## src/rtl/ptp_tod_pkg.sv

```systemverilog
package ptp_tod_pkg;
  // register selects
  localparam logic [2:0] SEL_CTRL   = 3'd0;
  localparam logic [2:0] SEL_INCR   = 3'd1;
  localparam logic [2:0] SEL_ADDEND = 3'd2;
  localparam logic [2:0] SEL_USEC   = 3'd3;
  localparam logic [2:0] SEL_UNS    = 3'd4;
  // control word bit positions
  localparam int CB_EN    = 0;
  localparam int CB_FINE  = 1;
  localparam int CB_DEC   = 2;
  localparam int CB_LOAD  = 4;
  localparam int CB_OFFS  = 5;
  localparam int CB_ADDLD = 6;
  // one-hot command vector positions
  localparam int CMD_LOAD  = 0;
  localparam int CMD_OFFS  = 1;
  localparam int CMD_ADDLD = 2;
  localparam int CMD_N     = 3;
  localparam longint DEC_WRAP = 64'd1000000000;
endpackage

```

## src/rtl/ptp_tod_regs.sv

```systemverilog
module ptp_tod_regs
  import ptp_tod_pkg::*;
#(
  parameter int REG_W      = 32,
  parameter int SEC_W      = 32,
  parameter int NS_W       = 31,
  parameter int ACC_W      = 32,
  parameter int INC_W      = 8,
  parameter int INC_HI_LSB = 16
) (
  input  logic              clk,
  input  logic              rst,
  input  logic              we,
  input  logic [2:0]        sel,
  input  logic [REG_W-1:0]  wdata,
  input  logic              inc_hi,
  output logic              en,
  output logic              fine,
  output logic              dec,
  output logic [INC_W-1:0]  inc,
  output logic [ACC_W-1:0]  addend_stage,
  output logic [SEC_W-1:0]  upd_sec,
  output logic [NS_W-1:0]   upd_ns,
  output logic              upd_sub,
  output logic [CMD_N-1:0]  cmd
);
  logic [REG_W-1:0] incr_q;

  always_ff @(posedge clk) begin
    if (rst) begin
      en <= 1'b0; fine <= 1'b0; dec <= 1'b0;
      incr_q <= '0; addend_stage <= '0;
      upd_sec <= '0; upd_ns <= '0; upd_sub <= 1'b0;
      cmd <= '0;
    end else begin
      cmd <= '0;  // a pending command executes for one cycle, then drops
      if (we) begin
        case (sel)
          SEL_CTRL: begin
            en   <= wdata[CB_EN];
            fine <= wdata[CB_FINE];
            dec  <= wdata[CB_DEC];
            if (cmd == '0) begin
              if (wdata[CB_LOAD])       cmd[CMD_LOAD]  <= 1'b1;
              else if (wdata[CB_OFFS])  cmd[CMD_OFFS]  <= 1'b1;
              else if (wdata[CB_ADDLD]) cmd[CMD_ADDLD] <= 1'b1;
            end
          end
          SEL_INCR:   incr_q       <= wdata;
          SEL_ADDEND: addend_stage <= wdata[ACC_W-1:0];
          SEL_USEC:   upd_sec      <= wdata[SEC_W-1:0];
          SEL_UNS: begin
            upd_ns  <= wdata[NS_W-1:0];
            upd_sub <= wdata[REG_W-1];
          end
          default: ;
        endcase
      end
    end
  end

  assign inc = inc_hi ? incr_q[INC_HI_LSB +: INC_W] : incr_q[INC_W-1:0];
endmodule

```

## src/rtl/ptp_tod_accum.sv

```systemverilog
module ptp_tod_accum #(
  parameter int ACC_W = 32
) (
  input  logic             clk,
  input  logic             rst,
  input  logic             en,
  input  logic             fine,
  input  logic             load,
  input  logic [ACC_W-1:0] addend_stage,
  output logic             tick
);
  logic [ACC_W-1:0] acc_q, addend_q;
  logic [ACC_W:0]   acc_sum;

  assign acc_sum = {1'b0, acc_q} + {1'b0, addend_q};
  assign tick    = fine ? acc_sum[ACC_W] : 1'b1;

  always_ff @(posedge clk) begin
    if (rst) begin
      acc_q    <= '0;
      addend_q <= '0;
    end else begin
      if (load) addend_q <= addend_stage;
      acc_q <= en ? acc_sum[ACC_W-1:0] : '0;
    end
  end
endmodule

```

## src/rtl/ptp_tod_core.sv

```systemverilog
module ptp_tod_core
  import ptp_tod_pkg::*;
#(
  parameter int SEC_W = 32,
  parameter int NS_W  = 31,
  parameter int INC_W = 8
) (
  input  logic             clk,
  input  logic             rst,
  input  logic             en,
  input  logic             dec,
  input  logic [INC_W-1:0] inc,
  input  logic             tick,
  input  logic             do_load,
  input  logic             do_offs,
  input  logic [SEC_W-1:0] upd_sec,
  input  logic [NS_W-1:0]  upd_ns,
  input  logic             upd_sub,
  output logic [SEC_W-1:0] sec_q,
  output logic [NS_W-1:0]  ns_q
);
  localparam logic [NS_W:0] BIN_WRAP_V = {1'b1, {NS_W{1'b0}}};
  localparam logic [NS_W:0] DEC_WRAP_V = (NS_W+1)'(DEC_WRAP);

  logic [NS_W:0]  wrap_v, ns_add, ns_sum, ns_w;
  logic           wrap;
  logic [SEC_W-1:0] sec_add, sec_n;

  always_comb begin
    wrap_v = dec ? DEC_WRAP_V : BIN_WRAP_V;
    if (do_offs)   ns_add = {1'b0, upd_ns};
    else if (tick) ns_add = (NS_W+1)'(inc);
    else           ns_add = '0;
    ns_sum  = {1'b0, ns_q} + ns_add;
    wrap    = (ns_sum >= wrap_v);
    ns_w    = wrap ? ns_sum - wrap_v : ns_sum;
    sec_add = do_offs ? upd_sec : '0;
    // subtraction: complement operands are added, a missing wrap is a borrow
    sec_n   = sec_q + sec_add + SEC_W'(wrap) - SEC_W'(do_offs && upd_sub);
  end

  always_ff @(posedge clk) begin
    if (rst || !en) begin
      sec_q <= '0;
      ns_q  <= '0;
    end else if (do_load) begin
      sec_q <= upd_sec;
      ns_q  <= upd_ns;
    end else begin
      sec_q <= sec_n;
      ns_q  <= ns_w[NS_W-1:0];
    end
  end
endmodule

```

## src/rtl/ptp_tod_counter.sv

```systemverilog
module ptp_tod_counter
  import ptp_tod_pkg::*;
#(
  parameter int REG_W      = 32,
  parameter int SEC_W      = 32,
  parameter int NS_W       = 31,
  parameter int ACC_W      = 32,
  parameter int INC_W      = 8,
  parameter int INC_HI_LSB = 16
) (
  input  logic              clk,
  input  logic              rst,
  input  logic              reg_we,
  input  logic [2:0]        reg_sel,
  input  logic [REG_W-1:0]  reg_wdata,
  input  logic              ssinc_hi,
  output logic [SEC_W-1:0]  tod_sec,
  output logic [NS_W-1:0]   tod_ns,
  output logic [CMD_N-1:0]  cmd_busy
);
  logic             en_q, fine_q, dec_q, upd_sub, tick;
  logic [INC_W-1:0] inc;
  logic [ACC_W-1:0] addend_stage;
  logic [SEC_W-1:0] upd_sec, sec_q;
  logic [NS_W-1:0]  upd_ns, ns_q;
  logic [CMD_N-1:0] cmd_q;

  ptp_tod_regs #(
    .REG_W(REG_W), .SEC_W(SEC_W), .NS_W(NS_W), .ACC_W(ACC_W),
    .INC_W(INC_W), .INC_HI_LSB(INC_HI_LSB)
  ) regs_i (
    .clk(clk), .rst(rst), .we(reg_we), .sel(reg_sel), .wdata(reg_wdata),
    .inc_hi(ssinc_hi), .en(en_q), .fine(fine_q), .dec(dec_q), .inc(inc),
    .addend_stage(addend_stage), .upd_sec(upd_sec), .upd_ns(upd_ns),
    .upd_sub(upd_sub), .cmd(cmd_q)
  );

  ptp_tod_accum #(.ACC_W(ACC_W)) accum_i (
    .clk(clk), .rst(rst), .en(en_q), .fine(fine_q),
    .load(cmd_q[CMD_ADDLD]), .addend_stage(addend_stage), .tick(tick)
  );

  ptp_tod_core #(.SEC_W(SEC_W), .NS_W(NS_W), .INC_W(INC_W)) core_i (
    .clk(clk), .rst(rst), .en(en_q), .dec(dec_q), .inc(inc), .tick(tick),
    .do_load(cmd_q[CMD_LOAD]), .do_offs(cmd_q[CMD_OFFS]),
    .upd_sec(upd_sec), .upd_ns(upd_ns), .upd_sub(upd_sub),
    .sec_q(sec_q), .ns_q(ns_q)
  );

  always_ff @(posedge clk) begin
    if (rst) begin
      tod_sec <= '0;
      tod_ns  <= '0;
    end else begin
      tod_sec <= sec_q;
      tod_ns  <= ns_q;
    end
  end

  assign cmd_busy = cmd_q;
endmodule

```

## config.mk

```make
export PLATFORM = sky130hd
export DESIGN_NAME = ptp_tod_counter
export DESIGN_NICKNAME = d
export VERILOG_FILES = /design/src/rtl/ptp_tod_pkg.sv /design/src/rtl/ptp_tod_regs.sv /design/src/rtl/ptp_tod_accum.sv /design/src/rtl/ptp_tod_core.sv /design/src/rtl/ptp_tod_counter.sv
export SDC_FILE = /design/constraint.sdc
export NUM_CORES = 1
export LEC_CHECK = 0
export ABC_AREA = 1
export BUFFER_PORTS_ARGS = -buffer_cell sky130_fd_sc_hd__buf_2
export CAP_MARGIN = 25
export CORE_UTILIZATION = 45
export CTS_CLUSTER_SIZE = 28
export DETAILED_ROUTE_END_ITERATION = 12
export SLEW_MARGIN = 15
export SYNTH_ARGS = -nofsm -noshare
export SYNTH_HDL_FRONTEND = slang
export SYNTH_SLANG_ARGS = --single-unit
```

## constraint.sdc

```tcl
create_clock -name clk -period 23 [get_ports clk]
set_input_delay 5.75 -clock clk [delete_from_list [all_inputs] [get_ports clk]]
set_output_delay 5.75 -clock clk [all_outputs]
set_load 0.05 [all_outputs]
```

Word-level counts from Yosys, hierarchy flattened
Cells that the tools add are included.
{"block": "totals", "elab_cells": 58, "ff_bits": 316, "input_bits": 39, "out_inout_bits": 66}
{"block": "op_classes", "mux": 12, "n_lt_le_gt_ge": 1, "bitwise": 4, "reduce_logical": 14, "add_sub_neg": 6, "eq_ne": 4}
{"operator": "$mux 32", "n": 4}
{"operator": "$mux 31", "n": 2}
{"operator": "$add 32x32->33", "n": 1}
{"operator": "$add 31x32->32", "n": 1}
{"operator": "$add 32x1->32", "n": 1}
{"operator": "$add 32x32->32", "n": 1}
{"operator": "$ge 32x32->1", "n": 1}
{"operator": "$sub 32x1->32", "n": 1}
{"operator": "$sub 31x31->31", "n": 1}
{"operator": "$mux 8", "n": 2}
{"operator": "$reduce_and 2->1", "n": 5}
{"operator": "$eq 3x2->1 const B", "n": 2}
{"operator": "$logic_not 3->1", "n": 2}
{"operator": "$reduce_or 6->1", "n": 1}
{"operator": "$reduce_or 5->1", "n": 1}
{"operator": "$mux 1", "n": 4}
{"operator": "$not 1->1", "n": 4}
{"operator": "$reduce_or 4->1", "n": 1}
{"operator": "$eq 3x1->1 const B", "n": 1}
{"operator": "$eq 3x3->1 const B", "n": 1}
{"operator": "$reduce_or 2->1", "n": 1}
{"operator": "$logic_and 1x1->1", "n": 1}
{"operator": "$logic_not 1->1", "n": 1}
{"operator": "$logic_or 1x1->1", "n": 1}

Longest topological paths before layout
{"block": "logic_depth", "depth_word": 9, "mapped_depth": 57, "depth_no_buf": 56}

Hierarchy
A second synthesis with hierarchy kept.
{"block": "hier_totals", "cells_unflattened": 3102, "area_unflattened_um2": 19447.4}
{"mod": "ptp_tod_core", "n_inst": 1, "seq_area_each_um2": 1261.2, "area_each_um2": 8613.3, "cells_each": 1501}
{"mod": "ptp_tod_regs", "n_inst": 1, "seq_area_each_um2": 2362.3, "area_each_um2": 4674.5, "cells_each": 687}
{"mod": "ptp_tod_accum", "n_inst": 1, "seq_area_each_um2": 1281.2, "area_each_um2": 4346.7, "cells_each": 718}
{"mod": "ptp_tod_counter", "n_inst": 1, "seq_area_each_um2": 1261.2, "area_each_um2": 1813.0, "cells_each": 196}

Worst setup path before layout
Ideal clock, no wire load.
{"block": "synth_timing", "path_kind": "input to register", "from": "input ssinc_hi", "to": "register core_i.sec_q[22]", "arrival_ns": 11.753, "setup_ns": 0.115, "path_slack_ns": 11.132, "t_required_ns": 22.885, "stages": 45, "cell_sequence": "clkbuf_1 > a21oi_1 > nand2_1 > o21ai_0 > ha_1 > a21oi_1 > nand2_1 > nand2_1 > nand2_2 > nand3_1 > nand2_1 > nand3_1 > nand2_1 > a21boi_0 > xnor2_1 > ha_1 > nand2_1 > inv_1 > [9 not listed] > nand3_4 > inv_2 > buf_6 > ha_1 > fa_1 > fa_1 > inv_1 > nand3_1 > nand2_1 > a21boi_0 > o21ai_0 > a21oi_1 > o21ai_0 > a21boi_0 > o21ai_0 > xor2_1 > o21ai_0 > inv_1"}
{"block": "synth_between", "elab_chain_len": 8}
{"item": "from (decl)", "line": "ptp_tod_counter.sv:16", "source": "input logic ssinc_hi,"}
{"item": "$mux 8", "line": "ptp_tod_regs.sv:62", "source": "assign inc = inc_hi ? incr_q[INC_HI_LSB +: INC_W] : incr_q[INC_W-1:0];"}
{"item": "$mux 8", "line": "ptp_tod_core.sv:32", "source": "else if (tick) ns_add = (NS_W+1)'(inc);"}
{"item": "$mux 32", "line": "ptp_tod_core.sv:31", "source": "if (do_offs) ns_add = {1'b0, upd_ns};"}
{"item": "$add 31x32->32", "line": "ptp_tod_core.sv:34", "source": "ns_sum = {1'b0, ns_q} + ns_add;"}
{"item": "$ge 32x32->1", "line": "ptp_tod_core.sv:35", "source": "wrap = (ns_sum >= wrap_v);"}
{"item": "$add 32x1->32", "line": "ptp_tod_core.sv:39", "source": "sec_n = sec_q + sec_add + SEC_W'(wrap) - SEC_W'(do_offs && upd_sub);"}
{"item": "$sub 32x1->32", "line": "ptp_tod_core.sv:39"}
{"item": "$mux 32", "line": "ptp_tod_core.sv:46", "source": "end else if (do_load) begin"}
{"item": "to (signal assigned)", "line": "ptp_tod_core.sv:47", "source": "sec_q <= upd_sec;"}
{"item": "to (signal assigned)", "line": "ptp_tod_core.sv:50", "source": "sec_q <= sec_n;"}
{"item": "to (decl)", "line": "ptp_tod_core.sv:19", "source": "output logic [SEC_W-1:0] sec_q,"}
No other way between the ends.
A chain may end at the register's enable or synchronous reset.

Final worst setup path
Ends and elaborated chain as after synthesis.

==> results.ini <==
[run_status]
status = completed

[clocking]
h-tree-depth = 2
cts_buffers = 37
holdBufCountCts = 0
cts_tree = yes
post-cts-setup-buffers = 0
clkTransAtPathRegs_ns = 0.06
cts_root_buf = clkbuf_16
cts.repair.resized = 0
numClockSinks = 308
clk_latency_ns = 0.56
clockBufferDepth = 3

[sta]
setup_viol = 0
drv_slew = 0
period_share_pct = 55.59
fin_skew_ns = 0.02022
fmax_ghz = 0.07821
setup-tns-final_ns = 0
tightest_slew_ns = 0.9626
rsz0062_at_grt = false
hold_violations = 0
min_period_ns = 12.79
max_slew_margin_pct = 35.67
holdWs_ns = 0.4277
fin_ws_ns = 10.21

[drt]
ant_nets = 0
drt-pass1-iter-count = 5
drcViolationCount = 0
via_per_inst = 5.130
drt_iter0_drc = 1143
drt_wl_total_microns = 54340
wl_per_cell_microns = 16.89
num_vias = 16500

[global_route]
grt_usage_pct = 26.93
grt_overflow = 0
grt_pass1_vias = 15430
grt_pass1_wl_microns = 85730
antenna_found_initial = 0
grt_max_degree = 88

[power]
p_int_w = 0.0009116
leakage_nw = 10.07
swShare_pct = 24.99
switching_power_w = 0.0003037
pwr-share-clk_pct = 48.5
p_per_area_nw_per_um2 = 60.95
power_frac_comb_pct = 6.8
peakVddDrop_uv = 54.71
pwr-share-seq_pct = 44.7

[place]
dp_hpwl_microns = 40610
gp_congestion = 0.9514
dp.cells = 3151
io_buffers = 104
dpl_worst_slack_ns = 9.735

[yosys]
synthesis.nets = 2794
synthesis.area_sq_um = 17800
synthCells = 2612
synth_top_area_share_pct = 34.63
ys_ff_latch = 308
yosysSeqAreaShare_pct = 34.63
synthDistinctLibCells = 45
yosys_warnings = 0
synth.area.top_cells = dfxtp_1 35%, nand2_1 12%, ha_1 9.8%, inv_1 9.8%, a21oi_1 7.8%
synthFlopType = dfxtp_1
async_flop_share_pct = 0
avgSynthCellArea_sq_um = 6.816
synth_edf_count = 0
yosys.area.top_type = dfxtp_1

[floorplan]
fp.dieH_microns = 200.9
dieArea_sq_um = 40360
ioPinCount = 105
core_region_area_sq_um = 38830
initial_core_util_pct = 45.85
die-width_microns = 200.9
placement_rows = 72

[cells_and_area]
final_common_cell = nand2_1
syn2layout_area_growth_pct = 12.01
mostFrequentLayoutCells = 571 x nand2_1, 462 x inv_1, 306 x dfxtp_1
fin_nets = 2854
layout-drive-gt1-share_pct = 7.966
diodes = 0
stdcell_count = 3217

[critical_path]
crit_fanout = 32
r2r_setup_slack_ns = 12.99
crit_top_cell = nand3_1
end_kind = flip-flop
critPathKind = in2reg
start_kind = primary input
cp.arrival_ns = 13.23
slowest_stage = fa_1
r2r_start = accum_i.addend_q[0]
cpPeakStageDelay_ns = 0.44
startpoint = ssinc_hi
cp.required_ns = 23.44

[min_path]
holdCritPathClass = reg2reg
hold_path.startpoint = core_i.ns_q[27]

[run]
cap_violations = 0

## cells by family (layout without fill, tap and decap cells)
kind of cell | count (synthesis) | after routing | share of synthesized area, %
xor gates and xnor gates | 58 | 58 | 2.853
buffers and inverters | 566 | 653 | 12.14
and+or+nand+nor | 991 | 991 | 22.69
DFF | 308 | 308 | 34.63
AOI/OAI and AO/OA | 546 | 546 | 17.46
adders and majority gates | 143 | 143 | 10.22
## worst max-delay path: cells and delay by family
family	cells	cell delay (ns)
fa+ha+maj	5	1.91
simple gates	21	2.17
xor+xnor	2	0.25
compound gates	12	2.44
buf+inv	5	0.70
## final cells by class
cell class	count	area (sq um)
clock buffer	48	1007
clock inverter	18	207.7
fill	3999	18890
inverter	470	1765
multi-input combinational	1738	9493
sequential	308	6168
tap	518	648.1
timing repair buffer	117	651.9
## worst paths after layout
check,endpoint,cells after the start
min,tod_ns[27],2
max reg2reg,core_i.sec_q[22],54
min reg2reg,tod_ns[27],2
max,core_i.sec_q[22],45
## through the flow
stage               utilization, %  instance area [sq um]  power [W]
global route                 51.36                  19940   0.001261
floorplan                        -                  17800  0.0006081
finish                       51.36                  19940   0.001215
CTS                          51.36                  19940   0.001229
global placement             48.12                  18680  0.0006360
detailed placement           48.23                  18730  0.0006364
## per-layer routing
metal | vias to the layer above | part of all wire [%] | global-route usage (%)
li1 | 8478 | - | -
met1 | 7579 | 49 | 39.66
met2 | 381 | 42 | 40.56
met3 | 65 | 6.3 | 3.669
met4 | 0 | 2.4 | 7.770
met5 | - | 0 | 0
## power by group through the flow
stage          combinational [W]  clock, W  sequential, W
2_1_floorplan          0.0000532         0       0.000555
3_3_place_gp           0.0000808         0       0.000555
3_5_place_dp           0.0000811         0       0.000555
4_1_cts                0.0000815  0.000604       0.000544
5_1_grt                0.0000908  0.000626       0.000544
6_report               0.0000821  0.000590       0.000544
## synthesized netlist by cell type (5+ instances only)
cell type / n
nor2_1: 262
o21ai_1: 22
nor4_1: 6
ha_1: 139
nand3_2: 6
a21oi_1: 276
a21boi_0: 8
o21a_1: 14
a21o_1: 11
nand2_2: 8
o211ai_1: 10
nand3_1: 84
nor2_2: 5
buf_1: 5
nand2_1: 571
o21ai_0: 101
xor2_1: 34
clkbuf_1: 84
a211oi_1: 65
a31oi_1: 15
nor3_1: 14
nand4_1: 23
xnor2_1: 24
inv_1: 463
dfxtp_1: 308
## flip-flops by register name (all words and copies together) (netlist names), 3 cells and up
signal	flops
tod_ns	31
accum_i.addend_q	32
regs_i.addend_stage	32
regs_i.incr_q	16
regs_i.cmd	3
regs_i.upd_sec	32
accum_i.acc_q	32
tod_sec	32
core_i.sec_q	32
regs_i.upd_ns	31
core_i.ns_q	31
Note: power is estimated with default switching activity, not from simulation.
